$ cat src/rtl/pixel_unpacker_pkg.sv
package pixel_unpacker_pkg;
    localparam int BUS_W    = 32;
    localparam int IDX_W    = 16;
    localparam int MASK_W   = 8;
    localparam int RATIO_W  = 6;
    localparam int CNT_W    = $clog2(BUS_W);
    localparam int SHIFT_W  = CNT_W + $clog2(IDX_W) + 1;
    localparam logic [RATIO_W-1:0] RATIO_DEF = RATIO_W'(1);
    localparam logic [MASK_W-1:0]  MASK_DEF  = '1;

    typedef enum logic [2:0] {
        MD_PASS   = 3'd0,
        MD_BPP1   = 3'd1,
        MD_BPP2   = 3'd2,
        MD_BPP4   = 3'd3,
        MD_BPP8   = 3'd4,
        MD_BPP16  = 3'd5,
        MD_NIBBLE = 3'd6,
        MD_TRUE   = 3'd7
    } px_mode_e;

    typedef struct packed {
        px_mode_e              mode;
        logic [RATIO_W-1:0]    ratio;
        logic [MASK_W-1:0]     mask;
    } px_cfg_t;

    typedef struct packed {
        logic [BUS_W-1:0]      word;
        logic [CNT_W-1:0]      cnt;
        logic                  under;
        logic                  nib;
    } px_state_t;
endpackage

$ cat src/rtl/pixel_cfg_regs.sv
module pixel_cfg_regs
    import pixel_unpacker_pkg::*;
(
    input  logic        clk,
    input  logic        rst_n,
    input  logic        we,
    input  logic [1:0]  addr,
    input  logic [7:0]  wdata,
    output px_cfg_t     shadow
);
    px_cfg_t sh_d, sh_q;

    always_comb begin
        sh_d = sh_q;
        if (we) begin
            case (addr)
                2'd0: begin
                    sh_d.mode = px_mode_e'(wdata[2:0]);
                    if (wdata[2:0] == 3'd0) begin
                        sh_d.ratio = RATIO_DEF;
                        sh_d.mask  = MASK_DEF;
                    end
                end
                2'd1: sh_d.ratio = wdata[RATIO_W-1:0];
                2'd2: sh_d.mask  = wdata[MASK_W-1:0];
                default: ;
            endcase
        end
    end

    always_ff @(posedge clk or negedge rst_n) begin
        if (!rst_n) begin
            sh_q <= '{mode: MD_PASS, ratio: RATIO_DEF, mask: MASK_DEF};
        end else begin
            sh_q <= sh_d;
        end
    end

    assign shadow = sh_q;

    AST_PASS_DEFAULTS: assert property (@(posedge clk) disable iff (!rst_n)
        (we && addr == 2'd0 && wdata[2:0] == 3'd0) |=> (sh_q.ratio == RATIO_DEF && sh_q.mask == MASK_DEF));
    AST_SPARE_ADDR: assert property (@(posedge clk) disable iff (!rst_n)
        (we && addr == 2'd3) |=> $stable(sh_q));
    AST_MODE_KEEPS: assert property (@(posedge clk) disable iff (!rst_n)
        (we && addr == 2'd0 && wdata[2:0] != 3'd0) |=> $stable(sh_q.ratio) && $stable(sh_q.mask));
endmodule

$ cat src/rtl/pixel_lane_sel.sv
module pixel_lane_sel
    import pixel_unpacker_pkg::*;
(
    input  logic [BUS_W-1:0] word,
    input  px_mode_e         mode,
    input  logic [CNT_W-1:0] cnt,
    input  logic             nib,
    output logic [IDX_W-1:0] raw
);
    localparam int NPACK = 5;

    logic [IDX_W-1:0] packed_grp [NPACK];

    for (genvar g = 0; g < NPACK; g++) begin : g_pack
        localparam int BPP = 1 << g;
        logic [SHIFT_W-1:0] sh;
        logic [BUS_W-1:0]   shifted;
        always_comb begin
            sh             = SHIFT_W'(cnt) * SHIFT_W'(BPP);
            shifted        = word >> sh;
            packed_grp[g]  = IDX_W'(shifted[BPP-1:0]);
        end
    end

    logic [SHIFT_W-1:0] nsh;
    logic [BUS_W-1:0]   nshifted;

    always_comb begin
        nsh      = SHIFT_W'({cnt, 3'b000}) + (nib ? SHIFT_W'(4) : SHIFT_W'(0));
        nshifted = word >> nsh;
        case (mode)
            MD_BPP1:   raw = packed_grp[0];
            MD_BPP2:   raw = packed_grp[1];
            MD_BPP4:   raw = packed_grp[2];
            MD_BPP8:   raw = packed_grp[3];
            MD_BPP16:  raw = packed_grp[4];
            MD_NIBBLE: raw = IDX_W'(nshifted[3:0]);
            default:   raw = IDX_W'(word[7:0]);
        endcase
    end
endmodule

$ cat src/rtl/pixel_unpacker.sv
module pixel_unpacker
    import pixel_unpacker_pkg::*;
(
    input  logic        clk,
    input  logic        rst_n,
    input  logic        cfg_we,
    input  logic [1:0]  cfg_addr,
    input  logic [7:0]  cfg_wdata,
    input  logic        sclk_stb,
    input  logic [31:0] pix_bus,
    input  logic        nib_hi,
    input  logic [7:0]  vga_px,
    output logic [15:0] pix_idx,
    output logic [7:0]  red,
    output logic [7:0]  green,
    output logic [7:0]  blue,
    output logic        underrun
);
    px_cfg_t   shadow, act_d, act_q;
    px_state_t st_d, st_q;
    logic [CNT_W-1:0] limit;
    logic [IDX_W-1:0] raw;

    pixel_cfg_regs u_regs (
        .clk    (clk),
        .rst_n  (rst_n),
        .we     (cfg_we),
        .addr   (cfg_addr),
        .wdata  (cfg_wdata),
        .shadow (shadow)
    );

    pixel_lane_sel u_lane (
        .word (st_q.word),
        .mode (act_q.mode),
        .cnt  (st_q.cnt),
        .nib  (st_q.nib),
        .raw  (raw)
    );

    always_comb begin
        if (act_q.ratio == '0) begin
            limit = '0;
        end else if (int'(act_q.ratio) > BUS_W) begin
            limit = CNT_W'(BUS_W - 1);
        end else begin
            limit = CNT_W'(act_q.ratio - RATIO_W'(1));
        end
    end

    always_comb begin
        st_d  = st_q;
        act_d = act_q;
        if (sclk_stb) begin
            act_d      = shadow;
            st_d.word  = pix_bus;
            st_d.cnt   = '0;
            st_d.under = 1'b0;
            st_d.nib   = nib_hi;
        end else if (act_q.mode != MD_PASS) begin
            if (st_q.cnt < limit) begin
                st_d.cnt = st_q.cnt + CNT_W'(1);
            end else begin
                st_d.under = 1'b1;
            end
        end
        if (act_d.mode == MD_PASS) begin
            st_d.word = BUS_W'(vga_px);
        end
    end

    always_ff @(posedge clk or negedge rst_n) begin
        if (!rst_n) begin
            act_q <= '{mode: MD_PASS, ratio: RATIO_DEF, mask: MASK_DEF};
            st_q  <= '0;
        end else begin
            act_q <= act_d;
            st_q  <= st_d;
        end
    end

    always_comb begin
        pix_idx  = {raw[IDX_W-1:MASK_W], raw[MASK_W-1:0] & act_q.mask};
        underrun = st_q.under;
        if (act_q.mode == MD_TRUE) begin
            blue  = st_q.word[31:24];
            green = st_q.word[23:16];
            red   = st_q.word[15:8];
        end else begin
            blue  = '0;
            green = '0;
            red   = '0;
        end
    end

    AST_LOAD_RESTART: assert property (@(posedge clk) disable iff (!rst_n)
        sclk_stb |=> (st_q.cnt == '0));
    AST_CNT_BOUND: assert property (@(posedge clk) disable iff (!rst_n)
        st_q.cnt <= limit);
    AST_UNDERRUN_HOLD: assert property (@(posedge clk) disable iff (!rst_n)
        (underrun && !sclk_stb) |=> $stable(pix_idx) && underrun);
    AST_UNDERRUN_CLEAR: assert property (@(posedge clk) disable iff (!rst_n)
        sclk_stb |=> !underrun);
    AST_PASS_HIGH_ZERO: assert property (@(posedge clk) disable iff (!rst_n)
        (act_q.mode == MD_PASS) |-> (pix_idx[15:8] == 8'h00 && !underrun));
    AST_CFG_DEFERRED: assert property (@(posedge clk) disable iff (!rst_n)
        !sclk_stb |=> $stable(act_q));
endmodule

$ cat config.mk
export PLATFORM = sky130hd
export DESIGN_NAME = pixel_unpacker
export DESIGN_NICKNAME = d
export VERILOG_FILES = /design/src/rtl/pixel_unpacker_pkg.sv /design/src/rtl/pixel_cfg_regs.sv /design/src/rtl/pixel_lane_sel.sv /design/src/rtl/pixel_unpacker.sv
export SDC_FILE = /design/constraint.sdc
export NUM_CORES = 1
export LEC_CHECK = 0
export ABC_AREA = 1
export CAP_MARGIN = 20
export CORE_MARGIN = 2
export CORE_UTILIZATION = 30
export DETAILED_ROUTE_END_ITERATION = 8
export PLACE_DENSITY = 0.58
export SLEW_MARGIN = 10
export SYNTH_ARGS = -nofsm -noshare
export SYNTH_HDL_FRONTEND = slang
export SYNTH_SLANG_ARGS = --single-unit
$ cat constraint.sdc
create_clock -name clk -period 3.5 [get_ports clk]
set_input_delay 1.05 -clock clk [delete_from_list [all_inputs] [get_ports clk]]
set_output_delay 1.05 -clock clk [all_outputs]
set_load 0.02 [all_outputs]
Word-level counts from Yosys, hierarchy flattened
Index checks and enable logic that the tools add are counted.
- input port bits: 55
- bits in registers: 73
- muxes and demuxes: 17
- shifts and indexed selects: 6
- reduce and logical (&&, ||, !) cells: 15
- bitwise gates (word level): 1
- $add $sub $neg: 3
- equality and inequality tests: 11
- order comparisons: 2
- operator list (kind ; number):
    16-bit one-hot mux with 6 select lines ; 1
    32-bit two-way mux ; 2
    32-bit by 10-bit >> shifter with 4-bit output ; 1
    32-bit by 5-bit >> shifter with 1-bit output ; 1
    32-bit by 6-bit >> shifter with 2-bit output ; 1
    32-bit by 7-bit >> shifter with 4-bit output ; 1
    32-bit by 8-bit >> shifter with 8-bit output ; 1
    32-bit by 9-bit >> shifter with 16-bit output ; 1
    8-bit two-way mux ; 3
    17-bit two-way mux ; 1
    8-bit one-hot mux with 2 select lines ; 1
    5-bit two-way mux ; 3
    14-bit two-way mux ; 1
    3-bit equality test (second input constant) ; 4
    6-bit two-way mux ; 2
    6-bit one-hot mux with 2 select lines ; 1
    8-bit by 10-bit adder with 10-bit output ; 1
    2-bit nonzero test ; 5
    8-bit AND ; 1
    3-bit by 2-bit equality test with 1-bit output (second input constant) ; 2
    6-bit > comparator (second input constant) ; 1
    3-bit zero test ; 2
    6-bit zero test ; 1
    2-bit AND reduction ; 3
    13 further kinds ; 14

Logic depth before layout (Yosys ltp)
Gate-level depths: netlist of the first run.
- depth in word-level cells: 7
- mapped depth: 14

Cells and area by module
From an unflattened synthesis of the first run, not the netlist that was laid out.
- cell total of the unflattened synthesis: 788
- area total of the unflattened synthesis: 5232.5 µm²
- modules (own cells, without submodules) (module ; area an instance (µm²) ; times used ; cells an instance):
    pixel_unpacker ; 2889.0 ; 1 ; 376
    pixel_lane_sel ; 1520.2 ; 1 ; 316
    pixel_cfg_regs ; 823.3 ; 1 ; 96

Least setup slack after synthesis of the first run
No wires, ideal clock.
- path type: register to output
- start: reg st_q[5] in the netlist's numbering
- end: out pix_idx[3]
- cell stages (with the launch flop): 12
- data required time: 2.450 ns
- path slack: 0.736 ns
- arrival: 1.714 ns
- path through: dfrtp_1 buf_2 clkinv_2 nand2_1 nor2_1 nand2_1 nor2_2 inv_1 buf_2 o21ai_0 nor2_1 a21oi_1
- cells in the longest elaborated chain, start to end: 4
- elaborated cells between the ends (all ways): 7
- those cells by class: 1 x add/sub; 4 x shift; 1 x mux; 1 x bitwise
- RTL lines (element ; line ; text):
    start: declaration ; pixel_unpacker.sv:20 ; px_state_t st_d, st_q;
    start signal: assignment ; pixel_unpacker.sv:78 ; st_q <= st_d;
    8-bit by 10-bit adder with 10-bit output ; pixel_lane_sel.sv:29 ; nsh = SHIFT_W'({cnt, 3'b000}) + (nib ? SHIFT_W'(4) : SHIFT_W'(0));
    32-bit by 10-bit >> shifter with 4-bit output ; pixel_lane_sel.sv:30 ; nshifted = word >> nsh;
    16-bit one-hot mux with 6 select lines * ; pixel_lane_sel.sv:31 ; case (mode)
    8-bit AND * ; pixel_unpacker.sv:83 ; pix_idx = {raw[IDX_W-1:MASK_W], raw[MASK_W-1:0] & act_q.mask};
    end: declaration ; pixel_unpacker.sv:13 ; output logic [15:0] pix_idx,
Mark *: on every way between the ends. The rest lies on a longest branch, timed or not.

Worst setup path after layout of the first run
- start: reg act_q[14] in the netlist's numbering
- end: out pix_idx[0]
- cells in the longest elaborated chain, start to end: 3
- elaborated cells between the ends (all ways): 8
- those cells by class: 6 x eq/ne; 1 x mux; 1 x bitwise
- RTL lines (element ; line ; text):
    start: declaration ; pixel_unpacker.sv:19 ; px_cfg_t shadow, act_d, act_q;
    start signal: assignment ; pixel_unpacker.sv:74 ; act_q <= '{mode: MD_PASS, ratio: RATIO_DEF, mask: MASK_DEF};
    start signal: assignment ; pixel_unpacker.sv:77 ; act_q <= act_d;
    3-bit equality test, or another cell as far along ; pixel_lane_sel.sv:31 ;
    16-bit one-hot mux with 6 select lines * ; pixel_lane_sel.sv:31 ;
    8-bit AND * ; pixel_unpacker.sv:83 ;
Marked as above.

==> results by group, run 1 <==
Run status
  • Outcome: finished, final reports clean

Logic synthesis
  • Fraction of the yosys area taken by sequential cells: between 30% and 40%
  • Unique masters post-synth: 37
  • Syn Area/Cell: a little under 7 sq um
  • Seq cells post-synth: 73
  • Synthesized net count: 786
  • Post-synth top area cell: dfrtp_1
  • Mapped Area: about 4900 sq um
  • Top-area cell type share of the netlist area: 27.91%
  • Most numerous cell in the Yosys netlist: nand2_1
  • Synth warn: 0
  • Synth area leaders: dfrtp_1, nand2_1, nand3_1
  • Mapped Cells: 724
  • Post-synth EDFFs: 0
  • Async SR Flop Fraction: 100.0%
  • Commonest cells in the netlist: nand2_1, nand3_1, inv_1
  • Top_reg_cell synth: dfrtp_1

Final layout
  • Share of layout cells above drive strength 1: between 10% and 20%
  • # nets final: a little under 900
  • Synth-to-Final Area Change: 31.69%
  • Design area: 6494 sq um
  • Diodes inserted: 0

STA
  • Worst Tran Pin Value: approximately 930 ps
  • Final Max Tran Viols: 0
  • Minimum clock period: roughly 3400 ps
  • RSZ-0062 raised after global routing: true
  • FMAX: 293.9 MHz
  • Final worst slack: 97.57 ps
  • Final Hold Vio Count: 0
  • Skew final: approximately 6.4 ps
  • Final period util: 97.21%
  • Final setup viols: 0
  • Max_slew headroom: a little under two fifths

CTS
  • Clock slew at reported path FFs: approximately 60 ps
  • Root Buffer: clkbuf_16
  • Max Root-Sink Buffers: 2
  • Inserted Clock Buffers: 9
  • TritonCTS clock tree: yes
  • H-tree depth: 3
  • Clk sink count: 73
  • CTS Hold Bufs: 0
  • Worst skew pair latency: 340 ps

Critical path
  • RR Startpoint: act_q[8]
  • Slowest CP cell: dfrtp_1
  • Critical path cell sequence: inv_2 -> nand3_4 -> nand2_2 -> nand2_2 -> buf_12 -> nand2_1 -> nand3_1 -> nand3_1 -> nand3_1 -> nand3_1 -> nand2_1 -> inv_1 -> clkdlybuf4s15_1
  • Worst Setup SP: act_q[14]
  • Worst Setup Path Type: reg -> out
  • Crit path capture type: primary output
  • Crit path DAT: 2350 ps
  • Required @ worst endpoint: 2450 ps
  • CP bufs+invs: 4
  • Critical path's largest stage delay: 470 ps
  • Critical Path Start Type: flip-flop
  • Delay-heaviest family, CP: simple AND/OR/NAND/NOR gates
  • Worst-path fanout max: 23
  • Most used cell, CP: nand3_1

Pwr
  • Pwr Density: 561.5 nW/um^2
  • Logic pwr share: a little under half
  • Internal: 0.002093 W
  • Sequential group share of total power: 31.5%
  • Clk pwr share: about a quarter
  • Total chip power: between 0.003 and 0.004 W
  • Pleak: 3.122 nW
  • Net switching share of the total power: 42.59%
  • NetSw: 0.001553 W
  • VDD IR max: 0.0002428 V

Floorplanning
  • Core ar.: 16000 sq um
  • Horiz. Die Dim: 132.2 um
  • Die ar.: 17480 sq um
  • Num rows: 46
  • Initial Util: between 30% and 40%
  • DIE HEIGHT: about 130 um
  • I/O pins: 96

Routing
  • Vias: roughly 5300
  • Met2 wire len: 7.439 mm
  • Post-route met1 wirelength: 7.743 mm
  • Starting DRT DRC Count: 371
  • Vias/cell: 5.054
  • Max Used Layer: met4
  • Final Routed Wirelength: 16.56 mm
  • Drt pass-1 iters: 6
  • Metal3 WL: 1.005 mm
  • WL per Instance: 15.88 um
  • Routed Antenna Nets: 0
  • Detailed-route DRC error count: 0

GRT
  • Vias in the first global route: 5054
  • First-pass GRT wire length: 26.80 mm
  • Largest net degree at the start of global routing: 74
  • Initial antenna violation count: 0
  • Total GRT Usage: 18.98%
  • Total gr overflow: 0

Place
  • DPL Wire Length: approximately 13 mm
  • Port-buffer cells: 95
  • Post-DP Area: 6172 sq um
  • Gpl congestion: between 0.9 and 1
  • Placement Setup Slack: about 160 ps

Flow run
  • Max_cap viols: 0

Min path
  • Hold Crit Class: reg -> reg
  • Hold Startpoint: u_regs.shadow[5]
logic make-up (layout without fill, tap and decap cells):
logic type	count (synthesis)	in the layout	share of synthesized area [%]
buf+inv	133	236	11.52
compound gates	133	133	15.81
simple gates	376	376	33.04
flops	73	73	37.50
xor+xnor	2	2	0.3553
fa+ha+maj	7	7	1.776
area by class of cell:
cell class	instances	area, sq um
Clock buffer	10	229.0
Clock inverter	6	42.54
Fill cell	1734	9507
Inverter	93	354.1
Multi-Input combinational cell	518	2536
Sequential cell	73	1851
Tap cell	216	270.3
Timing Repair Buffer	127	1211
metrics by stage:
stage	utilization, %	instances	setup TNS (ps)	hold WS, ps
final	40.58	1043	0	462.9
after global routing	40.58	1043	-22.05	483.5
after CTS	40.30	1039	0	464.1
after detailed placement	38.58	1023	0	454.6
after global placement	38.58	1023	0	456.2
after floorplan	-	724	0	441.3
sequential cells by signal, summed over array words and instances (netlist names):
register,count
act_q,17
st_q,38
u_regs.shadow,17
underrun,1
power groups by stage:
stage	combinational [W]	sequential (W)	clock, W
floorplan	0.00109	0.00109	0
global placement	0.00163	0.00116	0
detailed placement	0.00162	0.00116	0
CTS	0.00162	0.00114	0.000870
global route	0.00183	0.00117	0.000904
finish	0.00164	0.00115	0.000854
routing by layer:
metal  up-vias  track usage, %
met5         -               0
met4         0           6.989
met3        25           3.576
met2       190           29.08
met1      2459           26.64
li1       2597               -
path summary, 6_finish.rpt:
check,slack (ps),endpoint,depth (start not counted)
max,100,pix_idx[0],13
min,460,act_q[5],2
max reg2reg,780,st_q[5],13
min reg2reg,460,act_q[5],2
max in group asynchronous,1900,st_q[2],2
min in group asynchronous,930,st_q[34],2
timing repair:
action,4_1_cts,5_1_grt
endpoints found under the hold margin,0,0
gates cloned,0,0
endpoints found under the setup margin,8,9
buffers inserted,0,4
resized for setup,11,15
placed cells by master (no fill, tap or decap), types with 13 or more instances in the layout:
master | Yosys | routed
inv_1 | 88 | 87
o211ai_1 | 13 | 13
dfrtp_1 | 55 | 54
a31oi_1 | 32 | 32
a21oi_1 | 27 | 27
clkdlybuf4s50_1 | 0 | 80
buf_4 | 2 | 29
nand2_1 | 166 | 166
nand3_1 | 119 | 119
dfstp_2 | 18 | 18
o21ai_0 | 41 | 41
nor2_1 | 71 | 71
worst register-to-register path, cell delays in order, from the launching register on:
cell	delay, ps
dfstp_2	550
inv_1	80
ha_1	230
inv_1	80
nor2_1	40
o31ai_1	280
ha_1	300
a21oi_1	140
nor2_1	50
a211oi_1	320
nand3_1	300
nand2_1	180
nand2_1	60
nand2_1	70
Power figures use the tool's default switching activity.
==> inputs of run 2 (changes only) <==
--- a/config.mk
+++ b/config.mk
@@ -9,6 +9,7 @@
 export CAP_MARGIN = 20
 export CORE_MARGIN = 2
 export CORE_UTILIZATION = 30
+export CTS_BUF_LIST = sky130_fd_sc_hd__clkbuf_4
 export DETAILED_ROUTE_END_ITERATION = 8
 export PLACE_DENSITY = 0.58
 export SLEW_MARGIN = 10
==> results by group, run 2 (synthesis results as in run 1) <==
CTS
  • Inserted Clock Buffers: 9 (unchanged)
  • H-tree depth: 3 (unchanged)
  • Clock slew at reported path FFs: 140 ps (+80 ps)
  • Worst skew pair latency: 450 ps (+110 ps)
  • TritonCTS clock tree: yes
  • Max Root-Sink Buffers: 2 (unchanged)
  • Clk sink count: 73 (unchanged)
  • Root Buffer: clkbuf_4

GRT
  • Total GRT Usage: 18.90% (-0.073 points)
  • Vias in the first global route: 5031 (-0.46%)
  • First-pass GRT wire length: 26.72 mm (-0.28%)
  • Total gr overflow: 0 (unchanged)
  • Largest net degree at the start of global routing: 74 (unchanged)
  • Initial antenna violation count: 1 (+1)

Final layout
  • Share of layout cells above drive strength 1: 12.06% (+1.3 points)
  • Commonest non-fill, non-tap cells in the layout: nand2_1, nand3_1, inv_1
  • Most common cell after layout, fill and taps aside: nand2_1
  • Synth-to-Final Area Change: 28.83%
  • # nets final: 886 (+0.23%)
  • Top reg by flops: st_q
  • Max reg flops: 38 (unchanged)

Pwr
  • Pwr Density: 518.1 nW/um^2 (-7.7%)
  • Pleak: 3.010 nW (-3.6%)
  • VDD IR max: 0.0002269 V (-6.6%)
  • Total chip power: 0.003291 W (-9.7%)

Floorplanning
  • Num rows: 46 (unchanged)
  • Horiz. Die Dim: 132.2 um (unchanged)
  • DIE HEIGHT: 132.2 um (unchanged)
  • Core ar.: 16000 sq um (unchanged)
  • Initial Util: 30.82% (unchanged)
  • Die ar.: 17480 sq um (unchanged)
  • I/O pins: 96 (unchanged)

Critical path
  • R2R depth: 13 (unchanged)
  • Crit path DAT: 2360 ps (about the same)
  • Required @ worst endpoint: 2450 ps (about the same)
  • Critical Path Start Type: flip-flop
  • Crit path capture type: primary output
  • Worst Setup Path Type: reg -> out
  • R2r setup slk: 770 ps (about the same)
  • Worst-path fanout max: 8 (-65%)
  • Reg2reg end: st_q[5]
  • RR Startpoint: act_q[8]

STA
  • Worst Tran Pin Value: 924.2 ps (-3.208 ps)
  • Skew final: 18.00 ps (+11.60 ps)
  • RSZ-0062 raised after global routing: true
  • Final Max Tran Viols: 0 (unchanged)
  • Final period util: 97.38% (+0.16 points)
  • Hold slack: 476.1 ps (+13.13 ps)
  • Max_slew headroom: 38.39% (+0.21 points)
  • Final Hold Vio Count: 0 (unchanged)
  • Setup TNS: 0 ps (unchanged)
  • Minimum clock period: 3408 ps (+5.721 ps)
  • FMAX: 293.4 MHz (-0.17%)
  • Final setup viols: 0 (unchanged)

Routing
  • Drt pass-1 iters: 6 (unchanged)
  • Detailed-route DRC error count: 0 (unchanged)
  • WL per Instance: 15.85 um (-0.17%)
  • Vias/cell: 5.037 (-0.32%)
  • Final Routed Wirelength: 16.58 mm (+0.12%)
  • Starting DRT DRC Count: 353 (-4.9%)
  • Vias: 5269 (-0.038%)
  • Routed Antenna Nets: 0 (unchanged)

Place
  • DPL Wire Length: 12.67 mm (unchanged)
  • Port-buffer cells: 95 (unchanged)
  • Gpl congestion: 0.9489 (unchanged)

Min path
  • Hold Path Sink: act_q[5]
  • Hold Crit Class: reg -> reg
  • Worst hold stages: 2 (unchanged)
  • Hold Startpoint: u_regs.shadow[5]

Flow run
  • Max_cap viols: 0 (unchanged)

Run status
  • Outcome: finished, final reports clean
==> run 2: how the worst max path moves through the flow <==
| stage | start | end | slack (ps) | cells past startpoint |
|---|---|---|---|---|
| floorplan | st_q[5] | pix_idx[3] | 740 | 11 |
| global placement | st_q[6] | pix_idx[0] | 140 | 12 |
| detailed placement | st_q[2] | pix_idx[2] | 160 | 8 |
| CTS | act_q[14] | pix_idx[3] | 3 | 11 |
| global route | act_q[14] | pix_idx[2] | -10 | 11 |
| finish | act_q[15] | pix_idx[5] | 90 | 8 |
==> run 2: critical path, stage by stage, from the launching register on <==
cell and delay, ps:
dfrtp_2 500, nor2_2 140, nand2_1 100, nand2_1 130, clkinvlp_4 190, buf_4 190
o21ai_0 210, a31oi_1 100, dlygate4sd2_1 340
==> run 2: power breakdown <==
| part | internal (W) | switching, W |
|---|---|---|
| clock network | 0.000155 | 0.000333 |
| logic | 0.000617 | 0.00104 |
| registers | 0.00100 | 0.000147 |
| total | 0.00177 | 0.00152 |
==> run 2: layer usage <==
layer / vias to the layer above / track usage [%] / share of wire, %
met3: 27 / 3.114 / 6.2
met4: 0 / 7.527 / 2.5
li1: 2600 / - / -
met1: 2456 / 26.69 / 47
met5: - / 0 / 0
met2: 186 / 28.85 / 45
==> run 2: final cells by class <==
| cell class | count | area, sq um |
|---|---|---|
| fillers | 1764 | 9648 |
| multi-input cells | 518 | 2541 |
| flip-flops and latches | 73 | 1856 |
| repair buffers | 129 | 1211 |
| inverters | 93 | 354.1 |
| well taps | 216 | 270.3 |
| clock buffers | 10 | 75.07 |
| clock inverters | 6 | 42.54 |
| diodes | 1 | 2.502 |
==> run 2: metrics by stage <==
stage               instance area (sq um)  cells  setup slack [ps]  util, %
global route                         6352   1046            -10.89    39.70
global placement                     6172   1023             143.5    38.58
floorplan                            4931    724             736.2        -
finish                               6352   1046             91.85    39.70
detailed placement                   6172   1023             160.6    38.58
CTS                                  6301   1039             2.698    39.38
==> run 2: repair_timing <==
item                       4_1_cts  5_1_grt
setup endpoints to repair       14        6
pin swaps                        0        0
setup buffers                    0        6
resized for setup               23       12
hold buffers                     0        0
hold endpoints to repair         0        0
==> inputs of run 3 (changes only) <==
--- a/config.mk
+++ b/config.mk
@@ -8,10 +8,10 @@
 export ABC_AREA = 1
 export CAP_MARGIN = 20
 export CORE_MARGIN = 2
-export CORE_UTILIZATION = 30
+export CORE_UTILIZATION = 32
 export CTS_BUF_LIST = sky130_fd_sc_hd__clkbuf_4
 export DETAILED_ROUTE_END_ITERATION = 8
-export PLACE_DENSITY = 0.58
+export PLACE_DENSITY = 0.61
 export SLEW_MARGIN = 10
 export SYNTH_ARGS = -nofsm -noshare
 export SYNTH_HDL_FRONTEND = slang
==> constraint.sdc (replaced) <==
create_clock -name clk -period 3.5 [get_ports clk]
set_input_delay 1.05 -clock clk [delete_from_list [all_inputs] [get_ports clk]]
set_output_delay 1.05 -clock clk [all_outputs]
set_load 0.05 [all_outputs]
==> results by group, run 3 (synthesis results as in run 1) <==
Run status
  • Outcome: finished, final reports clean

GRT
  • Total GRT Usage: 20.90% (+2.0 points)
  • Largest net degree at the start of global routing: 74 (unchanged)
  • Vias in the first global route: 4967 (-1.3%)
  • First-pass GRT wire length: 26.88 mm (+0.59%)
  • Total gr overflow: 0 (unchanged)
  • Initial antenna violation count: 1 (unchanged)

Pwr
  • Total chip power: 0.003584 W (+8.9%)
  • Pleak: 3.059 nW (+1.6%)
  • VDD IR max: 0.0001774 V (-22%)
  • Pwr Density: 559.2 nW/um^2 (+7.9%)

Critical path
  • Worst Setup Path Type: reg -> out
  • Critical path cell sequence: buf_4 -> nor2_1 -> nand2_1 -> nand2_1 -> inv_2 -> o21ai_0 -> a21oi_1 -> buf_12
  • Slowest CP cell: dfrtp_2
  • Crit path DAT: 2340 ps (-20 ps)
  • RR Startpoint: act_q[8]
  • Reg2reg end: st_q[4]
  • Setup crit end: pix_idx[4]
  • R2r setup slk: 860 ps (+90 ps)
  • R2R depth: 13 (unchanged)
  • Worst Setup SP: act_q[14]
  • Crit path capture type: primary output
  • Levels on crit path: 8 (unchanged)
  • Worst-path fanout max: 12 (+4)
  • Critical Path Start Type: flip-flop
  • Most used cell, CP: nand2_1
  • CP bufs+invs: 3 (unchanged)
  • Critical path's largest stage delay: 470 ps (-30 ps)
  • Required @ worst endpoint: 2450 ps (about the same)
  • Delay-heaviest family, CP: buffers and inverters

Place
  • DPL Wire Length: 12.55 mm (-0.96%)
  • Placed Cells: 985 (-3.7%)
  • Post-DP Area: 6112 sq um (-0.97%)
  • Gpl congestion: 0.9856 (+3.9%)
  • Port-buffer cells: 95 (unchanged)

Final layout
  • Final Util: 42.31% (+2.6 points)
  • Commonest non-fill, non-tap cells in the layout: nand2_1, nand3_1, inv_1
  • Max reg flops: 38 (unchanged)
  • Most common cell after layout, fill and taps aside: nand2_1
  • Synth-to-Final Area Change: 29.97%
  • Top reg by flops: st_q
  • Layout Cells excl Fill: 1010 (-3.4%)
  • Design area: 6409 sq um (+0.89%)
  • Share of layout cells above drive strength 1: 15.71% (+3.6 points)
  • # nets final: 878 (-0.90%)

Routing
  • Vias: 5319 (+0.95%)
  • Drt pass-1 iters: 5 (-1)
  • Vias/cell: 5.266 (+4.5%)
  • Starting DRT DRC Count: 461 (+31%)
  • Routed Antenna Nets: 0 (unchanged)
  • WL per Instance: 16.40 um (+3.5%)
  • Detailed-route DRC error count: 0 (unchanged)
  • Final Routed Wirelength: 16.57 mm (about the same)

STA
  • Final setup viols: 0 (unchanged)
  • Skew final: 32.51 ps (+14.50 ps)
  • Max_slew headroom: 38.72% (+0.34 points)
  • RSZ-0062 raised after global routing: true
  • Final Hold Vio Count: 0 (unchanged)
  • Final Max Tran Viols: 0 (unchanged)
  • Hold slack: 479.0 ps (+2.927 ps)
  • FMAX: 294.9 MHz (+0.51%)
  • Minimum clock period: 3391 ps (-17.43 ps)
  • Worst Tran Pin Value: 919.1 ps (-5.065 ps)
  • Final period util: 96.88% (-0.50 points)

CTS
  • TritonCTS clock tree: yes
  • Max Root-Sink Buffers: 2 (unchanged)
  • Clock slew at reported path FFs: 160 ps (+20 ps)
  • Worst skew pair latency: 460 ps (about the same)
  • Inserted Clock Buffers: 9 (unchanged)
  • Clk sink count: 73 (unchanged)
  • H-tree depth: 3 (unchanged)
  • Root Buffer: clkbuf_4
  • CTS Hold Bufs: 0 (unchanged)

Flow run
  • Max_cap viols: 0 (unchanged)

Floorplanning
  • Die ar.: 16420 sq um (-6.1%)
  • Core ar.: 15150 sq um (-5.3%)
  • Num rows: 45 (-2.2%)
  • Horiz. Die Dim: 128.1 um (-3.1%)
  • I/O pins: 96 (unchanged)
  • Initial Util: 32.56% (+1.7 points)
  • DIE HEIGHT: 128.1 um (-3.1%)

Min path
  • Hold Crit Class: reg -> reg
==> run 3: cell types whose count changed in the layout (fill, tap and decap cells not counted), sizes merged, moves of 2 or more <==
| cell | before | now |
|---|---|---|
| buf | 36 | 68 |
| clkdlybuf4s50 | 79 | 53 |
| dlygate4sd2 | 9 | 0 |
| clkbuf | 13 | 10 |
| bufinv | 0 | 2 |
| clkinvlp | 3 | 1 |
==> run 3: cell type report <==
class	instances	area, sq um
sequential	73	1854
multi-input combinational	518	2562
fill	1563	8737
antenna	1	2.502
clock buffer	10	75.07
inverter	93	350.3
tap	188	235.2
clock inverter	6	90.09
timing repair buffer	121	1239
==> run 3: worst min path at each step <==
| stage | startpoint | to | cells after the start | slack (ps) |
|---|---|---|---|---|
| global route | act_q[5] | act_q[5] | 2 | 500 |
| detailed placement | act_q[1] | act_q[1] | 2 | 460 |
| CTS | act_q[1] | act_q[1] | 2 | 480 |
| global placement | u_regs.shadow[3] | act_q[3] | 2 | 460 |
| finish | act_q[5] | act_q[5] | 2 | 480 |
| floorplan | act_q[1] | act_q[1] | 2 | 440 |
==> run 3: power breakdown <==
part | switching, W | total, W | leakage (nW) | internal, W
clock | 0.000336 | 0.000636 | 0.0870 | 0.000300
combinational | 0.00116 | 0.00182 | 2.08 | 0.000651
sequential | 0.000133 | 0.00113 | 0.890 | 0.000999
total | 0.00163 | 0.00358 | 3.06 | 0.00195
==> run 3: what timing repair did <==
action	4_1_cts	5_1_grt
gates resized for setup	7	14
pin swaps	0	3
cloned	0	0
buffers inserted	1	7
setup endpoints to repair	5	8
==> run 3: tightest hold or removal path, stage by stage (launching register included) <==
cell     delay, ps
dfstp_2        390
nand2_1         60
nand2_1         40
==> run 3: stage by stage <==
stage,TNS [ps],setup WS (ps)
2_1_floorplan,0,315.5
3_3_place_gp,0,395.0
3_5_place_dp,0,368.4
4_1_cts,0,26.00
5_1_grt,-100.4,-47.44
6_report,0,109.3
==> run 3: layer usage <==
layer / share of wire [%] / vias to the layer above / global-route usage (%)
met5: 0 / - / 0
met4: 2.2 / 0 / 8.016
met3: 5.7 / 30 / 3.047
met2: 45 / 191 / 31.33
met1: 47 / 2515 / 30.38
li1: - / 2583 / -
